<file path="src/rtl/split_mult.sv">
module split_mult #(
  parameter int W       = 8,
  parameter bit REG_OUT = 1'b1
) (
  input  logic           clk,
  input  logic           rst_n,
  input  logic [W-1:0]   a,
  input  logic [W-1:0]   b,
  output logic [2*W-1:0] p
);
  localparam int H  = W / 2;
  localparam int PW = 2 * H;
  localparam int FW = 2 * W;

  function automatic logic [PW-1:0] bypass_array(input logic [H-1:0] x, input logic [H-1:0] y);
    logic [PW-1:0] s, c, pp, ns, nc;
    s = '0;
    c = '0;
    for (int j = 0; j < H; j++) begin
      if (y[j]) begin
        pp = {{H{1'b0}}, x} << j;
        ns = s ^ c ^ pp;
        nc = ((s & c) | (s & pp) | (c & pp)) << 1;
        s  = ns;
        c  = nc;
      end
    end
    return s + c;
  endfunction

  function automatic logic [PW-1:0] tree_mul(input logic [H-1:0] x, input logic [H-1:0] y);
    logic [PW-1:0] rows [H];
    logic [PW-1:0] s, c, ns;
    for (int j = 0; j < H; j++)
      rows[j] = y[j] ? ({{H{1'b0}}, x} << j) : '0;
    s = rows[0];
    c = rows[1];
    for (int j = 2; j < H; j++) begin
      ns = s ^ c ^ rows[j];
      c  = ((s & c) | (s & rows[j]) | (c & rows[j])) << 1;
      s  = ns;
    end
    return s + c;
  endfunction

  logic [H-1:0]  a_hi, a_lo, b_hi, b_lo;
  logic [PW-1:0] pp_ll, pp_hh, pp_hl, pp_lh;
  logic [FW-1:0] t0, t1, t2, t3, s1, c1, s2, c2, sum;

  assign a_hi = a[W-1:H];
  assign a_lo = a[H-1:0];
  assign b_hi = b[W-1:H];
  assign b_lo = b[H-1:0];

  assign pp_ll = bypass_array(a_lo, b_lo);
  assign pp_hh = bypass_array(a_hi, b_hi);
  assign pp_hl = tree_mul(a_hi, b_lo);
  assign pp_lh = tree_mul(a_lo, b_hi);

  assign t0 = {{(FW-PW){1'b0}}, pp_ll};
  assign t1 = {{(FW-PW){1'b0}}, pp_hl} << H;
  assign t2 = {{(FW-PW){1'b0}}, pp_lh} << H;
  assign t3 = {{(FW-PW){1'b0}}, pp_hh} << W;

  assign s1  = t0 ^ t1 ^ t2;
  assign c1  = ((t0 & t1) | (t0 & t2) | (t1 & t2)) << 1;
  assign s2  = s1 ^ c1 ^ t3;
  assign c2  = ((s1 & c1) | (s1 & t3) | (c1 & t3)) << 1;
  assign sum = s2 + c2;

  generate
    if (REG_OUT) begin : g_reg
      always_ff @(posedge clk or negedge rst_n) begin
        if (!rst_n) p <= '0;
        else        p <= sum;
      end
    end else begin : g_comb
      assign p = sum;
    end
  endgenerate
endmodule

</file>
<file path="config.mk">
export PLATFORM = sky130hd
export DESIGN_NAME = split_mult
export DESIGN_NICKNAME = d
export VERILOG_FILES = /design/src/rtl/split_mult.sv
export SDC_FILE = /design/constraint.sdc
export NUM_CORES = 1
export LEC_CHECK = 0
export ABC_AREA = 1
export BUFFER_PORTS_ARGS = -buffer_cell sky130_fd_sc_hd__buf_2
export CORE_ASPECT_RATIO = 0.6
export CORE_MARGIN = 8
export CORE_UTILIZATION = 30
export DETAILED_ROUTE_END_ITERATION = 16
export PLACE_DENSITY = 0.44
export REMOVE_ABC_BUFFERS = 1
export SLEW_MARGIN = 25
export SYNTH_ARGS = -nofsm -noshare
export SYNTH_HDL_FRONTEND = slang
export SYNTH_SLANG_ARGS = --single-unit
export TNS_END_PERCENT = 100
</file>
<file path="constraint.sdc">
create_clock -name clk -period 0.9 [get_ports clk]
set_clock_uncertainty 0.1 [all_clocks]
set_input_delay 0.045 -clock clk [delete_from_list [all_inputs] [get_ports clk]]
set_output_delay 0.045 -clock clk [all_outputs]
set_load 0.01 [all_outputs]
</file>
==> out/qor.csv <==
stage,metric,value,unit
outcome,status,"complete, but fails checks",
outcome,violations,negative setup slack,
detailed_routing,vias_per_cell,4.26,
die,die_w,146,um
final_layout,mostFrequentLayoutCell,nand2_1,
global_routing,grt_pass1_wl,14.7,mm
sta,period_needed,4.24,ns
final_layout,regMostFlops,p,
sta,hold_violations,0,
global_routing,antenna_found_initial,1,
global_routing,grt.total_usage,0.129,
die,core_area,9880,um^2
synth,synth_cell_types,27,
cts,clock_sinks,16,
critical_path,cp_common_cell,ha_4,
sta,hold-worst-slack,0.125,ns
placed_design,port_buffers,33,
critical_path,cp-endpoint,p[14],
sta,finalCritPeriodShare,4.71,
cts,cts_root_buf,clkbuf_16,
final_layout,area_delta_synth_final,49.2,%
detailed_routing,drt_wl_total,8.46,mm
synth,netlist_instances,403,
die,dieArea,13800,um^2
placed_design,hpwl,7.04,mm
sta,setup_ws,-3.34,ns
critical_path,crit_family,adder cells,
critical_path,crit_path_top_delay_cell,fa_2,
worst_hold_path,worstHoldStart,a[1],
placed_design,dpl_cell_area,3920,um^2
detailed_routing,antenna_left,0,
detailed_routing,via_count,2797,
synth,syn-cell-area,3060,um^2
critical_path,crit_arrival,4.29,ns
die,start_util,0.309,
final_layout,post-route-cell-area,4560,um^2
global_routing,grt_pass1_vias,2959,
cts,clk_path_buf_depth,2,
detailed_routing,drc_errors,0,
cts,numCtsBuffers,3,
cts,cts_max_level,1,
sta,finalSetupViolCount,14,
cts,clkSlewWorstSetupHoldPaths,0.04,ns
power_and_ir_drop,p_per_area,1890,nW/um^2
run,maxCapViolations,0,
power_and_ir_drop,ir_drop,1.50,mV
synth,synth-seq-cells,16,
synth,syn_area_per_cell,7.58,um^2
final_layout,largest_reg_flops,16,
final_layout,n_fill_cell,1022,
detailed_routing,dr.pass1.iters,4,
cts,tritoncts,yes,
final_layout,nets,623,
critical_path,critPathBufInv,3,
placed_design,gp_routability_congestion,0.763,
critical_path,cp.depth,26,
final_layout,diodes,0,
die,die_h,94.2,um
sta,maxSlewViolCount,0,
global_routing,grt_max_degree,17,
sta,fmax,236,MHz
sta,tightest_slew,0.463,ns
synth,ys_warn_count,0,
critical_path,cp.required,0.95,ns
synth,ys_seq_area_frac,0.131,
die,fp-row-count,28,
global_routing,overflow,0,
power_and_ir_drop,p_leak,2.62,nW
final_layout,regArea,400,um^2
critical_path,crit_start,b[0],
critical_path,max_stage_delay,0.55,ns
die,ios,34,
critical_path,worstSetupEndpointType,register,
final_layout,top_regs,p x16,
critical_path,worstPathMaxFanout,3,
worst_hold_path,hold_class,primary input to register,
sta,maxSlewHeadroom,0.688,
placed_design,dp_slack,-4.17,ns
detailed_routing,drt_iter0_drc,177,
sta,rsz0062_at_grt,true,
final_layout,drive_above_1_share,0.375,
critical_path,critical_path_class,primary input to register,
critical_path,crit_path_start_kind,primary input,
final_layout,multi_input_area,2670,um^2
detailed_routing,wire_per_inst,12.9,um
final_layout,final_cell_mix,"105 x nand2_1, 82 x buf_4, 76 x inv_1, 34 x ha_1, 30 x buf_2",
[logic make-up after synthesis]
| kind of cell | after synthesis | synth area share |
|---|---|---|
| AO/OA/AOI/OAI | 42 | 0.0753 |
| XOR/XNOR | 17 | 0.0512 |
| adder cells (fa/ha/maj) | 81 | 0.415 |
| buffers and inverters | 93 | 0.120 |
| flip-flops | 16 | 0.131 |
| multiplexers | 2 | 0.00655 |
| AND/OR/NAND/NOR | 152 | 0.201 |
[how the worst min path moves through the flow]
| stage | end | slack, ns | cells past startpoint |
|---|---|---|---|
| 5_1_grt | p[1] | 0.15 | 3 |
| 4_1_cts | p[1] | 0.11 | 3 |
| 2_1_floorplan | p[0] | -0.35 | 0 |
| 3_3_place_gp | p[3] | -0.14 | 1 |
| 6_report | p[1] | 0.13 | 3 |
| 3_5_place_dp | p[3] | -0.14 | 1 |
[through the flow]
step,power [mW],utilization,setup TNS [ns],instances
5_1_grt,9.59,0.461,-41.32,657
4_1_cts,8.14,0.447,-39.00,652
3_5_place_dp,6.32,0.397,-48.96,638
6_report,8.61,0.461,-39.13,657
2_1_floorplan,4.10,-,-42.15,392
3_3_place_gp,6.29,0.397,-47.71,638
[synthesized netlist by cell type]
cell type / count / area share
o22ai_1: 1 / 0.0020
nand2_1: 117 / 0.14
a21oi_1: 15 / 0.025
xor2_2: 1 / 0.0053
o211ai_1: 1 / 0.0025
dfrtp_1: 16 / 0.13
a21o_1: 1 / 0.0025
nand4_1: 1 / 0.0020
buf_2: 8 / 0.013
buf_6: 1 / 0.0037
o21ai_0: 14 / 0.023
o21bai_1: 1 / 0.0025
inv_1: 82 / 0.10
nand2_2: 3 / 0.0061
ha_1: 47 / 0.19
nand3_1: 15 / 0.025
nand3_2: 2 / 0.0065
mux2i_1: 2 / 0.0065
nor2_1: 12 / 0.015
a31oi_1: 3 / 0.0061
xor2_1: 11 / 0.032
nor3_1: 2 / 0.0033
o21ai_2: 2 / 0.0057
o21ai_1: 4 / 0.0065
fa_1: 34 / 0.22
clkbuf_1: 2 / 0.0025
xnor2_1: 5 / 0.014
[timing repair]
| action | 4_1_cts | 5_1_grt |
|---|---|---|
| gates resized for setup | 75 | 23 |
| hold endpoints to repair | 16 | 0 |
| hold buffers | 1 | 0 |
| endpoints found under the setup margin | 15 | 14 |
| pin swaps | 40 | 16 |
| setup buffers | 10 | 7 |
[metal layers]
metal / track usage / wire length [um] / vias up
met5: 0 / 0 / -
met4: 0.0153 / 36 / 0
met3: 0.0168 / 546 / 5
met2: 0.192 / 3340 / 61
met1: 0.197 / 4540 / 1256
li1: - / - / 1475
[where the power goes]
part,total [mW],switching (mW),internal [mW]
Clock,0.801,0.223,0.578
Combinational,6.72,3.29,3.42
Sequential,1.10,0.0532,1.04
Total,8.61,3.57,5.05
[layout make-up]
type / instances / area share
Clock buffer: 3 / 0.0165
Multi-Input combinational cell: 294 / 0.586
Tap cell: 135 / 0.0370
Inverter: 82 / 0.0681
Timing Repair Buffer: 127 / 0.205
Sequential cell: 16 / 0.0878
Power figures use the tool's default switching activity.
